$ cat src/rtl/uart_frame_pkg.sv
package uart_frame_pkg;
  localparam int CHAR_W = 8;
  localparam int OSR    = 16;
  localparam logic [2:0] MODE_8D = 3'b001;
  localparam logic [2:0] MODE_7P = 3'b011;

  // generated parity: even -> xor of the seven bits, odd -> its inverse
  function automatic logic par_gen(input logic [CHAR_W-2:0] d, input logic odd);
    return (^d) ^ odd;
  endfunction

  // total bits on the line: start + character + stop bits
  function automatic logic [3:0] frame_bits(input logic two);
    return two ? 4'd11 : 4'd10;
  endfunction
endpackage

$ cat src/rtl/uart_baud_gen.sv
module uart_baud_gen #(
  parameter int DIV_W = 16
) (
  input  logic             clk,
  input  logic             rst_n,
  input  logic [DIV_W-1:0] div,
  output logic             tick
);
  logic [DIV_W-1:0] cnt;

  always_ff @(posedge clk or negedge rst_n) begin
    if (!rst_n) begin
      cnt  <= '0;
      tick <= 1'b0;
    end else if (cnt >= div) begin
      cnt  <= '0;
      tick <= 1'b1;
    end else begin
      cnt  <= cnt + 1'b1;
      tick <= 1'b0;
    end
  end
endmodule

$ cat src/rtl/uart_frame_tx.sv
module uart_frame_tx
  import uart_frame_pkg::*;
(
  input  logic              clk,
  input  logic              rst_n,
  input  logic              tick,
  input  logic              seven_par,
  input  logic              par_odd,
  input  logic              two_stop,
  input  logic [CHAR_W-1:0] data,
  input  logic              wr,
  output logic              txd,
  output logic              busy,
  output logic              start_ev
);
  localparam int PH_W = $clog2(OSR);
  localparam int SH_W = CHAR_W + 3;

  logic [SH_W-1:0] sh;
  logic [3:0]      bits_left;
  logic [PH_W-1:0] ph;
  logic            top_bit;
  logic            bit_end;

  assign start_ev = wr && !busy;
  assign top_bit  = seven_par ? par_gen(data[CHAR_W-2:0], par_odd) : data[CHAR_W-1];
  assign bit_end  = busy && tick && (ph == PH_W'(OSR-1));

  always_ff @(posedge clk or negedge rst_n) begin
    if (!rst_n) begin
      sh        <= '1;
      bits_left <= '0;
      ph        <= '0;
      busy      <= 1'b0;
    end else if (start_ev) begin
      sh        <= {2'b11, top_bit, data[CHAR_W-2:0], 1'b0};
      bits_left <= frame_bits(two_stop);
      ph        <= '0;
      busy      <= 1'b1;
    end else if (bit_end) begin
      ph        <= '0;
      sh        <= {1'b1, sh[SH_W-1:1]};
      bits_left <= bits_left - 1'b1;
      if (bits_left == 4'd1) busy <= 1'b0;
    end else if (busy && tick) begin
      ph <= ph + 1'b1;
    end
  end

  assign txd = busy ? sh[0] : 1'b1;
endmodule

$ cat src/rtl/uart_frame_rx.sv
module uart_frame_rx
  import uart_frame_pkg::*;
(
  input  logic              clk,
  input  logic              rst_n,
  input  logic              tick,
  input  logic              rxd,
  input  logic              seven_par,
  input  logic              par_odd,
  input  logic              par_en,
  input  logic              err_clr,
  output logic [CHAR_W-1:0] data,
  output logic              valid,
  output logic              par_err,
  output logic              frm_err,
  output logic              err_irq,
  output logic              done_ev,
  output logic              par_fail_ev,
  output logic              frm_fail_ev
);
  localparam int PH_W = $clog2(OSR);
  typedef enum logic [1:0] {S_IDLE, S_START, S_DATA, S_STOP} rx_state_e;

  rx_state_e         st;
  logic              s1, s2;
  logic [PH_W-1:0]   ph;
  logic [2:0]        nbit;
  logic [CHAR_W-1:0] sh;
  logic              centre;

  assign centre      = tick && (ph == PH_W'(OSR-1));
  assign done_ev     = (st == S_STOP) && centre;
  assign par_fail_ev = done_ev && seven_par && par_en &&
                       (sh[CHAR_W-1] != par_gen(sh[CHAR_W-2:0], par_odd));
  assign frm_fail_ev = done_ev && !s2;

  always_ff @(posedge clk or negedge rst_n) begin
    if (!rst_n) begin
      s1 <= 1'b1;
      s2 <= 1'b1;
    end else begin
      s1 <= rxd;
      s2 <= s1;
    end
  end

  always_ff @(posedge clk or negedge rst_n) begin
    if (!rst_n) begin
      st   <= S_IDLE;
      ph   <= '0;
      nbit <= '0;
      sh   <= '0;
    end else if (tick) begin
      case (st)
        S_IDLE: if (!s2) begin
          st <= S_START;
          ph <= '0;
        end
        S_START: if (ph == PH_W'(OSR/2 - 1)) begin
          ph   <= '0;
          nbit <= '0;
          st   <= s2 ? S_IDLE : S_DATA;
        end else begin
          ph <= ph + 1'b1;
        end
        S_DATA: if (centre) begin
          ph <= '0;
          sh <= {s2, sh[CHAR_W-1:1]};
          if (nbit == 3'd7) st <= S_STOP;
          else nbit <= nbit + 1'b1;
        end else begin
          ph <= ph + 1'b1;
        end
        default: if (centre) begin
          ph <= '0;
          st <= S_IDLE;
        end else begin
          ph <= ph + 1'b1;
        end
      endcase
    end
  end

  always_ff @(posedge clk or negedge rst_n) begin
    if (!rst_n) begin
      data    <= '0;
      valid   <= 1'b0;
      par_err <= 1'b0;
      frm_err <= 1'b0;
      err_irq <= 1'b0;
    end else begin
      valid   <= done_ev;
      err_irq <= par_fail_ev || frm_fail_ev;
      if (done_ev) data <= sh;
      if (err_clr) begin
        par_err <= 1'b0;
        frm_err <= 1'b0;
      end
      if (par_fail_ev) par_err <= 1'b1;
      if (frm_fail_ev) frm_err <= 1'b1;
    end
  end
endmodule

$ cat src/rtl/uart_frame_xcvr.sv
module uart_frame_xcvr
  import uart_frame_pkg::*;
#(
  parameter int DIV_W = 16
) (
  input  logic             clk,
  input  logic             rst_n,
  input  logic [2:0]       mode,
  input  logic             par_odd,
  input  logic             par_en,
  input  logic             two_stop,
  input  logic [DIV_W-1:0] baud_div,
  input  logic [7:0]       tx_data,
  input  logic             tx_wr,
  output logic             tx_busy,
  output logic             txd,
  input  logic             rxd,
  output logic [7:0]       rx_data,
  output logic             rx_valid,
  output logic             par_err,
  output logic             frm_err,
  output logic             err_irq,
  input  logic             err_clr
);
  logic tick;
  logic seven_par;
  logic tx_start_ev;
  logic rx_done_ev, rx_par_fail_ev, rx_frm_fail_ev;

  assign seven_par = (mode == MODE_7P);

  uart_baud_gen #(.DIV_W(DIV_W)) i_baud (
    .clk(clk), .rst_n(rst_n), .div(baud_div), .tick(tick)
  );

  uart_frame_tx i_tx (
    .clk(clk), .rst_n(rst_n), .tick(tick), .seven_par(seven_par),
    .par_odd(par_odd), .two_stop(two_stop), .data(tx_data), .wr(tx_wr),
    .txd(txd), .busy(tx_busy), .start_ev(tx_start_ev)
  );

  uart_frame_rx i_rx (
    .clk(clk), .rst_n(rst_n), .tick(tick), .rxd(rxd), .seven_par(seven_par),
    .par_odd(par_odd), .par_en(par_en), .err_clr(err_clr),
    .data(rx_data), .valid(rx_valid), .par_err(par_err), .frm_err(frm_err),
    .err_irq(err_irq), .done_ev(rx_done_ev), .par_fail_ev(rx_par_fail_ev),
    .frm_fail_ev(rx_frm_fail_ev)
  );
endmodule

$ cat config.mk
export PLATFORM = sky130hd
export DESIGN_NAME = uart_frame_xcvr
export DESIGN_NICKNAME = d
export VERILOG_FILES = /design/src/rtl/uart_frame_pkg.sv /design/src/rtl/uart_baud_gen.sv /design/src/rtl/uart_frame_tx.sv /design/src/rtl/uart_frame_rx.sv /design/src/rtl/uart_frame_xcvr.sv
export SDC_FILE = /design/constraint.sdc
export NUM_CORES = 1
export LEC_CHECK = 0
export ABC_AREA = 1
export ABC_CLOCK_PERIOD_IN_PS = 1700
export BUFFER_PORTS_ARGS = -buffer_cell sky130_fd_sc_hd__buf_2
export CAP_MARGIN = 20
export CORE_UTILIZATION = 40
export DETAILED_ROUTE_END_ITERATION = 10
export PLACE_DENSITY = 0.67
export REMOVE_ABC_BUFFERS = 1
export SYNTH_ARGS = -nofsm -noshare
export SYNTH_HDL_FRONTEND = slang
export SYNTH_SLANG_ARGS = --single-unit
$ cat constraint.sdc
create_clock -name clk -period 1.7 [get_ports clk]
set_input_delay 0.17 -clock clk [delete_from_list [all_inputs] [get_ports clk]]
set_output_delay 0.17 -clock clk [all_outputs]
set_load 0.1 [all_outputs]
; ---- After elaboration in Yosys (flattened, before gate mapping)
; Cells that the tools add are included.
[totals]
reg_bits = 68
latchBits = 0
ram_bits = 0
elab_cells = 100
n_memories = 0
romBits = 0
[classes]
bitwise_logic = 2
n_eq_ne = 15
order_cmp = 1
n_shift = 0
multipliers = 0
muxes = 33
n_addsub = 5
div_mod_pow = 0
reduce_logical = 27
[op_table]
columns = cell, n
row1 = $mux 4, 8
row2 = $mux 11, 2
row3 = $add 16x1->16 const B, 1
row4 = $ge 16x16->1, 1
row5 = $mux 16, 1
row6 = $reduce_xor 7->1, 2
row7 = $mux 2, 6
row8 = $mux 1, 10
row9 = $reduce_bool 2->1, 5
row10 = $logic_and 1x1->1, 9
row11 = $mux 3, 3
row12 = $add 4x1->4 const B, 2
row13 = $eq 4x4->1 const B, 2
row14 = $pmux 4 s2, 1
row15 = $ne 2x1->1 const B, 3
row16 = $pmux 2 s3, 1
row17 = $pmux 3 s2, 1
row18 = $reduce_and 6->1, 1
row19 = $reduce_bool 3->1, 2
row20 = $reduce_and 5->1, 1
row21 = $eq 2x2->1 const B, 2
row22 = $eq 4x1->1 const B, 1
row23 = $eq 4x3->1 const B, 1
row24 = $ne 2x2->1 const B, 2
row25 = other kinds (12), 15

; ---- Logic depth before layout (Yosys ltp)
[depth]
word_depth = 7
mapped_depth = 13
depth_no_buf = 12

; ---- By module
; From an unflattened synthesis, not the netlist that was laid out.
[hier_totals]
cells_unflattened = 498
hier_area_um2 = 3911.3
[by_module_without_submodules]
columns = module, area_each_um2, cells_each, seq_area_each_um2, instances
row1 = uart_frame_rx, 1491.4, 172, 778.2, 1
row2 = uart_baud_gen, 1278.7, 168, 425.4, 1
row3 = uart_frame_tx, 1131.1, 156, 461.7, 1
row4 = uart_frame_xcvr, 10.0, 2, 0.0, 1

; ---- Worst setup path after synthesis
; OpenSTA, ideal clock, no wires.
[synth_path]
path_type = reg2out
startpoint = register i_tx.busy
endpoint = output txd
t_arrival_ns = 1.761
stages_incl_launch_ff = 2
required_time_ns = 1.530
path_buffers = 0
setup_slack_ns = -0.231
path_cell_list = dfrtp_1 -> nand2_1
[synth_via]
elab_chain_len = 1
[synth_rtl]
columns = item, line
row1 = start: declaration, uart_frame_tx.sv:13  ; output logic busy,
row2 = start signal: assignment, uart_frame_tx.sv:34  ; busy <= 1'b0;
row3 = start signal: assignment, uart_frame_tx.sv:39  ; busy <= 1'b1;
row4 = start signal: assignment, uart_frame_tx.sv:44  ; if (bits_left == 4'd1) busy <= 1'b0;
row5 = $mux 1, uart_frame_tx.sv:50  ; assign txd = busy ? sh[0] : 1'b1;
row6 = end: declaration, uart_frame_xcvr.sv:16  ; output logic txd,
; No other way between the ends.

; ---- Final worst setup path
[layout_path]
startpoint = register i_tx.sh[0]
endpoint = output txd
[layout_via]
elab_chain_len = 1
[layout_rtl]
columns = item, line
row1 = start: declaration, uart_frame_tx.sv:19  ; logic [SH_W-1:0] sh;
row2 = start signal: assignment, uart_frame_tx.sv:36  ; sh <= {2'b11, top_bit, data[CHAR_W-2:0], 1'b0};
row3 = start signal: assignment, uart_frame_tx.sv:42  ; sh <= {1'b1, sh[SH_W-1:1]};
row4 = $mux 1, uart_frame_tx.sv:50
; No other way between the ends.

==> out/qor.yml <==
timing:
  hold_violations: 0
  finalCritPeriodShare_pct: 91.4
  setup-violations-final: 0
  setup_ws_ps: 146
  period_needed_ps: 1550
  rsz0062_at_grt: "no"
  worst_pin_slew_ps: 487
  relSlewSlack_pct: 67.7
  max_freq_mhz: 643
  maxSlewViolCount: 0
  hold_ws_ps: 74.5
  skew_ps: 3.68
setup_path:
  r2r-start: "i_baud.cnt[13]"
  crit_path_end: "txd"
  cp.required_ps: 1530
  criticalPathCategory: "register to output port"
  startpoint: "i_tx.sh[0]"
  reg2regPathDepth: 9
  endpoint_kind: "output port"
  worstPathMaxFanout: 2
  crit_arrival_ps: 1380
  rrSetupSlack_ps: 150
  r2r_end: "i_baud.cnt[15]"
  cp-start-kind: "register"
synthesis:
  seq_area_frac_synth_pct: 43.0
  postSynthCellCount: 501
  synth_cell_type_count: 38
  synthesis.area_um2: 3870
  yosys_register_bits: 66
  avgSynthCellArea_um2: 7.73
  yosys.area.top_type_share_pct: 35.6
  synth_warnings: 0
  synth_area_leader_cell: "dfrtp_1"
  synth_area_leaders: "dfrtp_1 36%, nand2_1 15%, dfstp_2 7.5%"
worst_hold_path:
  hp-class: "input port to register"
power:
  leakage_nw: 2.45
  power_per_cell_area_nw_per_um2: 884
  irDropWorstVdd_uv: 392
global_routing:
  grt_pass1_vias: 3120
  antenna_found_initial: 0
  grt_max_degree: 67
  grt_pass1_wl_mm: 13.3
  overflow: 0
  grt_usage_pct: 16.4
placement:
  dp_hpwl_mm: 5.60
  dp_cells: 685
  post-place-ws_ps: 97.4
  gp_congestion: 0.834
  io_buffers: 48
clock_tree:
  path_clk_slew_ps: 70
  clock_sinks: 66
  cts_tree: "built"
  insertion_delay_ps: 340
  clk_path_buf_depth: 2
  numCtsBuffers: 9
  cts_htree_levels: 3
  clockRootBuffer: "clkbuf_8"
drt:
  drt-initial-drc-count: 102
  dr.pass1.iters: 4
  vias: 3285
  drt_wl_total_mm: 7.47
  vias_per_cell: 4.67
  drc_errors: 0
  postRouteAntennaNets: 0
  wl_per_cell_um: 10.6
finish:
  layout_commonest_cell: "nand2_1"
  area_delta_synth_final_pct: 20.2
  num-fill-cells: 888
  drive_above_1_share_pct: 20.5
  insertedDiodeCount: 0
  final_nets: 628
  layout_common_cells: "155 x nand2_1, 74 x inv_1, 55 x dfrtp_1, 48 x buf_2, 44 x nor2_1"
  regArea_um2: 1670
  multiInputGateArea_um2: 1870
  stdcell_count: 704
run_status:
  outcome: "finished, final reports clean"
floorplanning:
  coreArea_um2: 9330
  boundaryPins: 49
  row_count: 35
  start_util_pct: 41.5
  die_y_um: 100
  die_area_um2: 10100
  die_w_um: 100
flow_run:
  maxCapViolCount: 0
==> per-stage QoR <==
step                utilization, %  area, um^2  TNS, ps  power (W)
finish                        49.9        4650        0    0.00411
global route                  49.9        4650        0    0.00433
CTS                           49.4        4610        0    0.00416
detailed placement            46.5        4340        0    0.00249
global placement              46.5        4340        0    0.00246
floorplan                        -        3800    -2440    0.00220
==> worst max-delay path, cell delays in order, from the launching register on <==
cell	delay (ps)
dfstp_2	510
inv_1	40
nand2_1	60
buf_2	420
==> cell families after synthesis <==
group | count (synthesis) | share of synthesized area, %
flops | 66 | 43.0
fa+ha+maj | 23 | 7.43
compound gates | 58 | 8.40
xor+xnor | 16 | 3.62
buf+inv | 87 | 9.57
simple gates | 251 | 28.0
==> timing repair <==
action                                 in CTS  in global routing
buffers inserted                            0                  1
endpoints found under the hold margin      56                  0
resized for setup                           0                  8
setup endpoints to repair                   0                 20
hold buffers                                2                  0
==> report_power, final <==
part	internal (W)	switching, W	total (W)
clock	0.00102	0.000626	0.00165
combinational	0.000313	0.000411	0.000724
sequential	0.00168	0.0000679	0.00175
==> cell usage after synthesis <==
cell type and number:
nor3_4 1, dfrtp_1 55, o21ai_0 28, o21ai_1 2
inv_2 4, nand3_1 18, dfstp_2 11, xnor2_1 6
buf_2 2, nand3_2 3, buf_12 1, o22ai_1 4
nand3_4 1, buf_4 2, nand4_2 1, nor3_1 9
o21a_1 2, nand2_2 3, buf_6 2, a21oi_4 1
o211ai_2 1, ha_1 23, or2_1 1, a31oi_1 5
clkbuf_2 1, xor2_1 10, a21oi_1 15, nor3_2 1
nor2_4 1, nand4_1 5, clkinv_2 1, inv_1 74
nor2_2 1, and3_1 1, nand2_4 1, nor2_1 48
nand3b_1 1, nand2_1 155
==> metal layers <==
layer,up-vias,share of wire (%),track usage [%]
met1,1526,48,20.9
li1,1714,-,-
met2,38,49,28.0
met5,-,0,0
met3,7,2.3,2.79
met4,0,1.1,6.02
==> sequential cells by signal, indices dropped and copies added, names as in the netlist, 2 cells and up <==
signal          flops
i_tx.sh             9
i_rx.data           8
i_tx.ph             4
i_tx.bits_left      4
i_rx.nbit           3
i_rx.ph             4
i_rx.st             2
i_baud.cnt         16
i_rx.sh             8
==> worst min path at each step <==
stage | start | to | slack, ps | cells past startpoint
finish | err_clr | i_rx.par_err | 70 | 4
global route | tx_data[3] | i_tx.sh[4] | 90 | 3
CTS | err_clr | i_rx.par_err | 60 | 4
detailed placement | rst_n | i_rx.sh[1] | 210 | 2
global placement | rst_n | i_rx.data[2] | 210 | 2
floorplan | rst_n | i_baud.cnt[0] | -130 | 0
==> final cells by class <==
class | count | area share, %
Timing Repair Buffer | 66 | 8.71
Clock inverter | 6 | 2.42
Clock buffer | 10 | 2.96
Multi-Input combinational cell | 348 | 40.2
Inverter | 79 | 6.40
Sequential cell | 66 | 35.8
Tap cell | 129 | 3.47
(Power assumes the default switching activity.)
